File: src/rtl/irq_prio_pkg.sv
package irq_prio_pkg;
  localparam int LVL_W = 4;
  typedef logic [LVL_W-1:0] lvl_t;
  // mask written back when the non-maskable interrupt is taken
  localparam lvl_t NMI_NEW_MASK = 4'hF;
endpackage

File: src/rtl/irq_prio_regs.sv
module irq_prio_regs
  import irq_prio_pkg::*;
#(
  parameter int NUM_SRC = 8,
  parameter int SEL_W   = 4
) (
  input  logic                    clk,
  input  logic                    rst_n,
  input  logic                    cfg_we,
  input  logic [SEL_W-1:0]        cfg_sel,
  input  lvl_t                    cfg_level,
  output lvl_t [NUM_SRC-1:0]      levels
);
  // one level register per source; an out-of-range index matches no slot
  for (genvar g = 0; g < NUM_SRC; g++) begin : g_slot
    always_ff @(posedge clk) begin
      if (!rst_n)
        levels[g] <= '0;
      else if (cfg_we && cfg_sel == SEL_W'(g))
        levels[g] <= cfg_level;
    end
  end
endmodule

File: src/rtl/irq_prio_arbiter.sv
module irq_prio_arbiter
  import irq_prio_pkg::*;
#(
  parameter int NUM_SRC = 8,
  parameter int IDX_W   = 3
) (
  input  logic [NUM_SRC-1:0]  req,
  input  lvl_t [NUM_SRC-1:0]  levels,
  input  lvl_t                mask,
  output logic                found,
  output logic [IDX_W-1:0]    win_idx,
  output lvl_t                win_lvl
);
  logic [NUM_SRC-1:0] eligible;

  for (genvar g = 0; g < NUM_SRC; g++) begin : g_elig
    assign eligible[g] = req[g] && (levels[g] > mask);
  end

  // ascending scan with strict compare keeps the lowest index on ties
  always_comb begin
    found   = 1'b0;
    win_idx = '0;
    win_lvl = '0;
    for (int i = 0; i < NUM_SRC; i++) begin
      if (eligible[i] && (!found || levels[i] > win_lvl)) begin
        found   = 1'b1;
        win_idx = IDX_W'(i);
        win_lvl = levels[i];
      end
    end
  end
endmodule

File: src/rtl/irq_nmi_capture.sv
module irq_nmi_capture (
  input  logic clk,
  input  logic rst_n,
  input  logic nmi_in,
  input  logic clr,
  output logic pending
);
  logic nmi_d;
  logic edge_seen;

  assign edge_seen = nmi_in && !nmi_d;

  always_ff @(posedge clk) begin
    if (!rst_n) begin
      nmi_d   <= 1'b0;
      pending <= 1'b0;
    end else begin
      nmi_d   <= nmi_in;
      // a fresh edge wins over a same-cycle clear
      pending <= (pending && !clr) || edge_seen;
    end
  end
endmodule

File: src/rtl/irq_prio_ctrl.sv
module irq_prio_ctrl
  import irq_prio_pkg::*;
#(
  parameter int             NUM_SRC  = 8,
  parameter int             SEL_W    = $clog2(NUM_SRC) + 1,
  parameter int             VEC_W    = 8,
  parameter logic [VEC_W-1:0] VEC_NMI  = 8'd11,
  parameter logic [VEC_W-1:0] VEC_BASE = 8'd64
) (
  input  logic               clk,
  input  logic               rst_n,
  input  logic               nmi_in,
  input  logic [NUM_SRC-1:0] irq_req,
  input  logic               cfg_we,
  input  logic [SEL_W-1:0]   cfg_sel,
  input  logic [3:0]         cfg_level,
  input  logic [3:0]         cpu_mask,
  output logic               int_valid,
  input  logic               int_ack,
  output logic [VEC_W-1:0]   int_vector,
  output logic [3:0]         int_new_mask
);
  localparam int IDX_W = (NUM_SRC > 1) ? $clog2(NUM_SRC) : 1;

  lvl_t [NUM_SRC-1:0] levels;
  logic               win_found;
  logic [IDX_W-1:0]   win_idx;
  lvl_t               win_lvl;
  logic               nmi_pending;
  logic               nmi_taken_q;
  logic               nmi_clr;

  irq_prio_regs #(.NUM_SRC(NUM_SRC), .SEL_W(SEL_W)) regs_i (
    .clk(clk), .rst_n(rst_n), .cfg_we(cfg_we), .cfg_sel(cfg_sel),
    .cfg_level(cfg_level), .levels(levels)
  );

  irq_prio_arbiter #(.NUM_SRC(NUM_SRC), .IDX_W(IDX_W)) arb_i (
    .req(irq_req), .levels(levels), .mask(cpu_mask),
    .found(win_found), .win_idx(win_idx), .win_lvl(win_lvl)
  );

  assign nmi_clr = int_valid && int_ack && nmi_taken_q;

  irq_nmi_capture nmi_i (
    .clk(clk), .rst_n(rst_n), .nmi_in(nmi_in), .clr(nmi_clr),
    .pending(nmi_pending)
  );

  // presentation register: loads only when idle, frees only on acknowledge
  always_ff @(posedge clk) begin
    if (!rst_n) begin
      int_valid    <= 1'b0;
      int_vector   <= '0;
      int_new_mask <= '0;
      nmi_taken_q  <= 1'b0;
    end else if (int_valid) begin
      if (int_ack) int_valid <= 1'b0;
    end else if (nmi_pending) begin
      int_valid    <= 1'b1;
      int_vector   <= VEC_NMI;
      int_new_mask <= NMI_NEW_MASK;
      nmi_taken_q  <= 1'b1;
    end else if (win_found) begin
      int_valid    <= 1'b1;
      int_vector   <= VEC_BASE + VEC_W'(win_idx);
      int_new_mask <= win_lvl;
      nmi_taken_q  <= 1'b0;
    end
  end
endmodule

File: config.mk
export PLATFORM = sky130hd
export DESIGN_NAME = irq_prio_ctrl
export DESIGN_NICKNAME = d
export VERILOG_FILES = /design/src/rtl/irq_prio_pkg.sv /design/src/rtl/irq_prio_regs.sv /design/src/rtl/irq_prio_arbiter.sv /design/src/rtl/irq_nmi_capture.sv /design/src/rtl/irq_prio_ctrl.sv
export SDC_FILE = /design/constraint.sdc
export NUM_CORES = 1
export LEC_CHECK = 0
export ABC_AREA = 1
export BUFFER_PORTS_ARGS = -buffer_cell sky130_fd_sc_hd__buf_4
export CAP_MARGIN = 20
export CORE_ASPECT_RATIO = 0.9
export CORE_MARGIN = 2
export CORE_UTILIZATION = 40
export CTS_BUF_LIST = sky130_fd_sc_hd__clkbuf_8 sky130_fd_sc_hd__clkbuf_16
export DETAILED_ROUTE_END_ITERATION = 16
export GPL_ROUTABILITY_DRIVEN = 1
export PLACE_DENSITY = 0.58
export SLEW_MARGIN = 25
export SYNTH_ARGS = -nofsm -noshare
export SYNTH_HDL_FRONTEND = slang
export SYNTH_SLANG_ARGS = --single-unit
File: constraint.sdc
create_clock -name clk -period 24.3 [get_ports clk]
set_input_delay 7.29 -clock clk [delete_from_list [all_inputs] [get_ports clk]]
set_output_delay 7.29 -clock clk [all_outputs]
set_load 0.02 [all_outputs]
==> results of run 1 <==
## routing by layer
layer  routed length, um  part of all wire [%]  global-route usage, %
met5                   0                     0                      0
met1                5070                    51                   29.5
met2                4200                    43                   34.4
met3                 426                   4.3                   3.59
met4                 160                   1.6                   5.67
## registers in the layout, summed over array words and instances (netlist names)
register / cells
int_new_mask: 4
int_valid: 1
int_vector: 5
nmi_i.nmi_d: 1
nmi_i.pending: 1
regs_i.levels: 32
## critical path, delay by kind of cell
kind                     cells  cell delay, ns
AO/OA/AOI/OAI               17            2.04
buffers and inverters        8            0.96
AND/OR/NAND/NOR             40            4.01
adder cells (fa/ha/maj)      8            2.26
## cells in the final DEF (no fill, tap or decap), types with 4 or more instances in the layout
cell	netlist	layout
inv_2	6	6
a21oi_1	43	43
nand2_1	95	95
o21a_1	4	4
clkbuf_8	0	5
dfxtp_1	44	44
buf_4	4	34
inv_1	69	70
and2_1	9	9
nand2_2	10	10
o21bai_1	5	5
nand3_2	9	9
o21ai_1	8	8
o21ai_0	45	45
a21oi_2	4	4
nand3_1	27	27
nor2_1	60	60
or2_1	6	6
ha_1	60	60
## through the flow
step / total power, mW / setup slack [ns] / cell area (um2) / hold WS, ns / cells
finish: 0.192 / 7.93 / 4160 / 0.421 / 690
floorplan: 0.119 / 9.09 / 3690 / 0.399 / 534
global placement: 0.135 / 7.78 / 4050 / 0.405 / 682
global route: 0.203 / 6.88 / 4160 / 0.447 / 690
CTS: 0.194 / 7.95 / 4160 / 0.424 / 690
detailed placement: 0.137 / 7.65 / 4050 / 0.412 / 682
## area by class of cell
class,instances,area (um2),area share [%]
clock inverter,3,38.8,0.933
multi-input combinational,405,2470,59.3
sequential,44,881,21.2
timing repair buffer,34,255,6.14
inverter,77,295,7.10
clock buffer,5,68.8,1.65
tap,122,153,3.67
## cells in the mapped netlist, drive strengths merged (2+ instances only)
cell type	count	share of area, %
nand4	4	1.1
o21bai	6	1.5
o21ai	55	7.7
nand2	106	12
or2	6	1.0
clkbuf	4	0.41
nor3	2	0.27
nand3	36	6.1
dfxtp	44	24
clkinv	2	0.37
ha	60	20
and2	9	1.5
buf	4	0.82
o21a	4	0.82
inv	75	7.6
nor2	63	6.9
a21oi	47	6.8
## cells by family (layout without fill, tap and decap cells)
group | count (synthesis) | after routing | share of synthesized area, %
simple gates | 227 | 227 | 28.8
buf+inv | 85 | 119 | 9.25
flops | 44 | 44 | 23.9
other cells | 1 | 3 | 0.102
compound gates | 115 | 115 | 17.5
fa+ha+maj | 60 | 60 | 20.4
## power by group
| part | internal (mW) | total, mW | switching, mW |
|---|---|---|---|
| clock network | 0.0302 | 0.0572 | 0.0271 |
| logic | 0.0212 | 0.0552 | 0.0340 |
| registers | 0.0765 | 0.0798 | 0.00329 |
## worst min path at each step
stage,cells past startpoint,slack (ns),from,endpoint
global route,1,0.45,nmi_i.nmi_d$_SDFF_PN0_,nmi_i.pending$_SDFF_PN0_
finish,1,0.42,nmi_i.nmi_d$_SDFF_PN0_,nmi_i.pending$_SDFF_PN0_
detailed placement,1,0.41,nmi_i.nmi_d$_SDFF_PN0_,nmi_i.pending$_SDFF_PN0_
floorplan,1,0.40,nmi_i.nmi_d$_SDFF_PN0_,nmi_i.pending$_SDFF_PN0_
CTS,1,0.42,nmi_i.nmi_d$_SDFF_PN0_,nmi_i.pending$_SDFF_PN0_
global placement,1,0.41,nmi_i.nmi_d$_SDFF_PN0_,nmi_i.pending$_SDFF_PN0_
==> results.cfg, run 1 <==
[status]
status = completed

[clock_tree]
cts_hold_buf = 0
cts_tree = built
root_buffer = clkbuf_8
clock_latency_ns = 0.30
cts_setup_buffers = 0
htreeDepth = 2
cts_buffers = 5
cts_buffer_depth = 2
clk_pin_slew_worst_paths_ns = 0.08
cts_sinks = 44
post_cts_resized = 0

[critical_path]
path_common_cell = nand2_1
worst_r2r_endpoint = int_vector[1]$_SDFFE_PN0P_
endpoint_kind = flop
timing.rr.start = regs_i.levels[3]$_SDFFE_PN0P_
required_ns = 24.50
ff2ff_path_depth = 72
regToRegSetupSlack_ns = 15.11
crit_slowest_cell = inv_1
cp_max_fo = 10
cp_data_arrival_time_ns = 16.57
endpoint = int_vector[1]$_SDFFE_PN0P_
worst_setup_path_start_kind = input pin
cpPeakStageDelay_ns = 0.39
worstSetupStartpoint = cpu_mask[3]
path_class = input pin to flop

[logic_synthesis]
yosysWarnings = 0
avgSynthCellArea_um2 = 6.92
synth_cells = 532
yosysSeqAreaShare_pct = 23.9
synth_edf_count = 0
ys_ff_latch = 44
netlist_area_mm2 = 0.00368
yosys_most_used_dff = dfxtp_1
async_flop_share_pct = 0
synth.distinct_cells = 34

[global_route]
first_global_vias = 3327
grt_pass1_wl_um = 16600
grt_max_degree = 43
grt.total_usage_pct = 21.3
grt_overflow = 0
antenna_found_initial = 0

[place]
hpwlAfterDp_um = 7570
port_buffers = 34
gp_congestion = 0.842

[timing]
maxSlewHeadroom_pct = 63.5
hold_viol_final = 0
final.min_clock_period_ns = 16.37
setup_violations = 0
rsz0062_at_grt = no
finalMaxSlewViolations = 0
setup_tns_ns = 0
max_freq_ghz = 0.0611
timing.final.crit_share_pct = 67.4
tightest_slew_ns = 0.547
final.setup_skew_ns = 0.00691

[finish]
drive_above_1_share_pct = 14.1
fin_nets = 652
final.fill_count = 924
utilization_pct = 46.0
synthToLayoutAreaGrowth_pct = 13.0
n_antenna_cell = 0

[floorplan]
die_area_mm2 = 0.00999
die_w_um = 105
io_pins = 38
rows = 33
die_y_um = 95.0
coreArea_mm2 = 0.00904
start_util_pct = 40.7

[power_and_ir_drop]
ir_worst_vdd_uv = 32.2
p_leak_nw = 2.10
power_per_cell_area_mw_per_mm2 = 46.2

[drt]
firstDrtPassIters = 4
drc = 0
first_iter_violations = 168
finalWirelength_um = 9860
ant_nets = 0
vias = 3433
routedWlPerCell_um = 14.3
avgViaCountPerCell = 4.98

[hold_path]
min_path_type = flop to flop

[flow_run]
maxCapViolCount = 0
Power figures use the tool's default switching activity.
==> run 2: changes to the inputs <==
--- a/config.mk
+++ b/config.mk
@@ -5,7 +5,7 @@
 export SDC_FILE = /design/constraint.sdc
 export NUM_CORES = 1
 export LEC_CHECK = 0
-export ABC_AREA = 1
+export ABC_AREA = 0
 export BUFFER_PORTS_ARGS = -buffer_cell sky130_fd_sc_hd__buf_4
 export CAP_MARGIN = 20
 export CORE_ASPECT_RATIO = 0.9
==> constraint.sdc (replaced) <==
create_clock -name clk -period 17.1 [get_ports clk]
set_input_delay 5.13 -clock clk [delete_from_list [all_inputs] [get_ports clk]]
set_output_delay 5.13 -clock clk [all_outputs]
set_load 0.02 [all_outputs]
==> run 2 against run 1 <==
Hold slack improved by 0.060 ns. Register-to-register slack got worse by 9.8 ns. Sequential cell count unchanged. Synthesized area is 2.5% higher. Global-route usage decreased by 1.7 points. Cell count is 18% lower. Design area up 1.7%. Clock power rose by 20%.
==> results.cfg, run 2 <==
[logic_synthesis]
synth_area_leader_cell = dfxtp_1
synth_top_area_share_pct = 23.3
yosysSeqAreaShare_pct = 23.3
synth_edf_count = 0
yosys_most_used_dff = dfxtp_1
yosysWarnings = 0
synth_cells = 420
avgSynthCellArea_um2 = 8.99
synth_simple_gate_area_share_pct = 16.4
async_flop_share_pct = 0
synthXorXnorAreaFrac_pct = 0
synth.distinct_cells = 51
synth_common_cells = 60 x ha_1, 44 x dfxtp_1, 41 x nor2b_1
synth.most_common_cell = ha_1
synth_top_family_by_area = compound AO/OA/AOI/OAI gates
netlist_area_mm2 = 0.00377
netlist_top_cells_area = dfxtp_1 23%, ha_1 20%, mux2i_1 9.3%
synth_fa_ha_area_share_pct = 19.9
synth_mux_area_share_pct = 9.68
synth_compound_area_share_pct = 25.2
ys_ff_latch = 44

[status]
status = completed

[place]
port_buffers = 34
place_area_mm2 = 0.00412
hpwlAfterDp_um = 7540
gp_congestion = 0.850

[drt]
routedWlPerCell_um = 17.2
route.met3.wl_um = 400
avgViaCountPerCell = 5.57
top_layer_used = met4
wl_met2_um = 4340
ant_nets = 0
vias = 3170
firstDrtPassIters = 4
finalWirelength_um = 9780
met1_length_um = 4870
drc = 0
first_iter_violations = 207

[hold_path]
min_path_cells = 2
min_path_type = flop to flop

[floorplan]
die_y_um = 96.2
start_util_pct = 41.4
io_pins = 38
die_area_mm2 = 0.0102
die_w_um = 106
rows = 33
coreArea_mm2 = 0.00913

[finish]
n_antenna_cell = 0
synthToLayoutAreaGrowth_pct = 12.0
largest_reg_flops = 32
fin_nets = 531
layout_commonest_cell = ha_1
top_regs = regs_i.levels: 32 flops, int_vector: 5 flops, int_new_mask: 4 flops
stdcell_area_mm2 = 0.00423
layout_common_cells = 60 x ha_1, 44 x dfxtp_1, 41 x nor2b_1
drive_above_1_share_pct = 15.0
top_register = regs_i.levels

[global_route]
first_global_vias = 2917
antenna_found_initial = 0
grt_overflow = 0
grt.total_usage_pct = 19.6
grt_max_degree = 46
grt_pass1_wl_um = 15500

[timing]
setup_tns_ns = 0
rsz0062_at_grt = no
timing.final.crit_share_pct = 95.3
final.setup_skew_ns = 0.00831
hold_viol_final = 0
final.min_clock_period_ns = 16.29
tightest_slew_ns = 0.848
max_freq_ghz = 0.0614
setup_violations = 0
finalMaxSlewViolations = 0
maxSlewHeadroom_pct = 43.4

[clock_tree]
cts_buffer_depth = 2
root_buffer = clkbuf_8
clock_latency_ns = 0.30
cts_sinks = 44
cts_tree = built
htreeDepth = 2
cts_buffers = 5
clk_pin_slew_worst_paths_ns = 0.09

[critical_path]
cpPeakStageDelay_ns = 0.42
cp_max_fo = 9
path_class = input pin to flop
worst_setup_path_start_kind = input pin
crit_slowest_cell = a221o_1
required_ns = 17.29
ff2ff_path_depth = 56
endpoint_kind = flop
cp_data_arrival_time_ns = 16.48
path_common_cell = ha_1

[power_and_ir_drop]
ir_worst_vdd_uv = 38.2
p_total_mw = 0.242
p_leak_nw = 1.87
power_per_cell_area_mw_per_mm2 = 57.3

[flow_run]
maxCapViolCount = 0
==> run 2: final cells by class <==
cell class / instances / area (um2)
Timing Repair Buffer: 38 / 285
Clock buffer: 6 / 82.6
Fill cell: 931 / 4900
Inverter: 28 / 105
Sequential cell: 44 / 881
Multi-Input combinational cell: 329 / 2710
Clock inverter: 2 / 11.3
Tap cell: 122 / 153
==> run 2: per-layer routing <==
layer | global-route usage (%) | up-vias
met5 | 0 | -
met4 | 5.48 | 0
met3 | 2.71 | 10
met2 | 30.6 | 52
met1 | 28.1 | 1485
li1 | - | 1623
==> run 2: final timing paths <==
path	startpoint	end	slack [ns]
hold reg to reg	int_vector[2]$_SDFFE_PN0P_	int_vector[2]$_SDFFE_PN0P_	0.48
hold / removal	int_vector[2]$_SDFFE_PN0P_	int_vector[2]$_SDFFE_PN0P_	0.48
setup reg to reg	regs_i.levels[1]$_SDFFE_PN0P_	int_new_mask[3]$_SDFFE_PN0P_	5.34
setup / recovery	cpu_mask[1]	int_new_mask[3]$_SDFFE_PN0P_	0.81
==> run 2: cells by family after synthesis <==
| family | count (synthesis) |
|---|---|
| AOI/OAI and AO/OA | 121 |
| and+or+nand+nor | 109 |
| adders and majority gates | 60 |
| buffers and inverters | 49 |
| DFF | 44 |
| muxes | 36 |
| other | 1 |
==> run 2: per-stage QoR <==
stage | instances | util, % | setup slack, ns | hold WS, ns
floorplan | 422 | - | 1.51 | 0.471
global placement | 561 | 45.2 | 0.384 | 0.465
detailed placement | 561 | 45.2 | 0.263 | 0.470
CTS | 569 | 46.2 | 0.587 | 0.489
global route | 569 | 46.3 | 0.0746 | 0.517
finish | 569 | 46.3 | 0.810 | 0.482
==> run 2: report_power, final <==
group	switching, mW	total (mW)	internal [mW]
sequential	0.00404	0.111	0.107
clock	0.0365	0.0687	0.0323
combinational	0.0340	0.0625	0.0285
==> run 2: critical path: cells and delay by family <==
| kind | cells | cell delay [ns] |
|---|---|---|
| buffers and inverters | 4 | 0.27 |
| AO/OA/AOI/OAI | 37 | 7.47 |
| multiplexers | 1 | 0.25 |
| adder cells (fa/ha/maj) | 8 | 2.20 |
| AND/OR/NAND/NOR | 8 | 1.10 |
==> run 2: repair_timing <==
action	4_1_cts	5_1_grt
resized for setup	0	3
setup endpoints to repair	0	5
hold buffers	0	0
buffers inserted	0	0
==> run 3: changes to the inputs <==
--- a/config.mk
+++ b/config.mk
@@ -14,8 +14,8 @@
 export CTS_BUF_LIST = sky130_fd_sc_hd__clkbuf_8 sky130_fd_sc_hd__clkbuf_16
 export DETAILED_ROUTE_END_ITERATION = 16
 export GPL_ROUTABILITY_DRIVEN = 1
-export PLACE_DENSITY = 0.58
 export SLEW_MARGIN = 25
 export SYNTH_ARGS = -nofsm -noshare
 export SYNTH_HDL_FRONTEND = slang
+export SYNTH_HIERARCHICAL = 1
 export SYNTH_SLANG_ARGS = --single-unit
==> run 3 against run 2 <==
Design area shrank 0.77%. Cell count grew 1.9%. Power shrank 3.6%. Critical path type unchanged. Critical endpoint is now int_new_mask[0]$_SDFFE_PN0P_. Largest cell class unchanged.
==> results.cfg, run 3 <==
[status]
status = completed

[critical_path]
cp_data_arrival_time_ns = 16.73
path_class = input pin to flop
worstSetupStartpoint = cpu_mask[1]
crit_slowest_cell = a2bb2o_1
worst_setup_path_start_kind = input pin
cp_max_fo = 9
cpPeakStageDelay_ns = 0.37
timing.rr.start = regs_i/levels[1]$_SDFFE_PN0P_
required_ns = 17.34
endpoint_kind = flop
path_common_cell = ha_1

[clock_tree]
cts_sinks = 44
clock_latency_ns = 0.29
clk_pin_slew_worst_paths_ns = 0.08
cts_buffer_depth = 2
root_buffer = clkbuf_8
htreeDepth = 2
cts_tree = built
cts_buffers = 5

[global_route]
antenna_found_initial = 0
grt.total_usage_pct = 19.5
grt_overflow = 0
first_global_vias = 3112
grt_max_degree = 50
grt_pass1_wl_um = 15700

[drt]
avgViaCountPerCell = 5.60
ant_nets = 0
routedWlPerCell_um = 16.4
finalWirelength_um = 9500
firstDrtPassIters = 5
first_iter_violations = 159
drc = 0
vias = 3247

[finish]
fin_nets = 543
layout_common_cells = 61 x nand2_1, 60 x ha_1, 44 x dfxtp_1
synthToLayoutAreaGrowth_pct = 12.4
largest_reg_flops = 32
layout_commonest_cell = nand2_1
drive_above_1_share_pct = 16.6
n_antenna_cell = 0
stdcell_area_mm2 = 0.00420
top_regs = regs_i/levels: 32 flops, int_vector: 5 flops, int_new_mask: 4 flops
top_register = regs_i/levels
utilization_pct = 46.2

[place]
hpwlAfterDp_um = 7640
port_buffers = 34
place_area_mm2 = 0.00411
gp_congestion = 0.865

[power_and_ir_drop]
power_per_cell_area_mw_per_mm2 = 55.7
p_total_mw = 0.234
ir_worst_vdd_uv = 36.7
p_leak_nw = 1.95

[logic_synthesis]
yosys_most_used_dff = dfxtp_1
synth_top_family_by_area = compound AO/OA/AOI/OAI gates
synth_simple_gate_area_share_pct = 20.0
synth.most_common_cell = nand2_1
ys_ff_latch = 44
synth_cells = 424
synth_common_cells = 61 x nand2_1, 60 x ha_1, 44 x dfxtp_1
synth_mux_area_share_pct = 8.58
yosysSeqAreaShare_pct = 23.6
synth_compound_area_share_pct = 22.5
async_flop_share_pct = 0
synthXorXnorAreaFrac_pct = 0
netlist_top_cells_area = dfxtp_1 24%, ha_1 20%, mux2i_1 8.6%
avgSynthCellArea_um2 = 8.80
synth_fa_ha_area_share_pct = 20.1
synth_top_area_share_pct = 23.6
synth_edf_count = 0
synth_area_leader_cell = dfxtp_1
yosysWarnings = 6
netlist_area_mm2 = 0.00373
synth.distinct_cells = 58

[floorplan]
rows = 33
die_area_mm2 = 0.0101
die_w_um = 106
coreArea_mm2 = 0.00908
io_pins = 38
start_util_pct = 41.1
die_y_um = 95.6

[timing]
hold_viol_final = 0
finalMaxSlewViolations = 0
setup_tns_ns = 0
setup_violations = 0
max_freq_ghz = 0.0606
final.min_clock_period_ns = 16.49
rsz0062_at_grt = no
final.setup_skew_ns = 0.00523
timing.final.crit_share_pct = 96.4

[hold_path]
holdCritStartpoint = int_vector[2]$_SDFFE_PN0P_
min_path_type = flop to flop

[flow_run]
maxCapViolCount = 0
run 3: cell types whose count changed in the layout (fill, tap and decap cells not counted), sizes merged, moves of 4 or more:
cell / previous run / this run
a21oi: 30 / 22
a221o: 5 / 1
nor2b: 43 / 15
nor2: 9 / 17
nand2b: 1 / 7
buf: 38 / 42
o221a: 10 / 6
nand2: 23 / 61
a31oi: 1 / 5
and2: 2 / 6
o211a: 7 / 3
run 3: path summary, 6_finish.rpt:
path / slack [ns] / end / cells past startpoint
min: 0.48 / int_vector[2]$_SDFFE_PN0P_ / 2
max: 0.61 / int_new_mask[0]$_SDFFE_PN0P_ / 63
max reg2reg: 5.20 / int_new_mask[0]$_SDFFE_PN0P_ / 61
min reg2reg: 0.48 / int_vector[2]$_SDFFE_PN0P_ / 2
run 3: metal layers:
layer	wire length, um	vias up	global-route usage [%]
met1	4920	1522	28.6
met3	395	10	2.19
li1	-	1634	-
met2	4050	81	30.6
met5	0	-	0
met4	133	0	4.82
run 3: timing repair:
item | CTS | global route
resized for setup | 0 | 2
setup endpoints to repair | 0 | 6
hold buffers | 0 | 0
buffers inserted | 0 | 0
run 3: per-stage QoR:
step / hold slack, ns / setup WS [ns] / instances
floorplan: 0.448 / 1.63 / 426
global placement: 0.460 / 0.566 / 573
CTS: 0.481 / 0.683 / 580
detailed placement: 0.470 / 0.412 / 573
finish: 0.479 / 0.609 / 580
global route: 0.491 / 0.0129 / 580
run 3: kinds of logic (layout without fill, tap and decap cells):
group           Yosys count  after routing
simple gates            133            133
mux                      32             32
flops                    44             44
compound gates          112            112
buf+inv                  42             74
other cells               1              3
fa+ha+maj                60             60
run 3: cell type report:
cell class / count / area, um2
clock inverter: 2 / 8.76
fill: 913 / 4890
tap: 122 / 153
sequential: 44 / 881
multi-input combinational: 340 / 2680
clock buffer: 5 / 68.8
timing repair buffer: 42 / 315
inverter: 25 / 93.8
run 3: critical path, delay by kind of cell:
kind	cells	cell delay [ns]
buffers and inverters	5	0.60
AO/OA/AOI/OAI	37	6.87
AND/OR/NAND/NOR	13	1.99
adder cells (fa/ha/maj)	8	2.14
run 3: power breakdown:
part / internal (mW) / switching [mW] / total, mW
Combinational: 0.0297 / 0.0334 / 0.0631
Clock: 0.0272 / 0.0325 / 0.0597
Sequential: 0.107 / 0.00390 / 0.111
Total: 0.164 / 0.0698 / 0.234
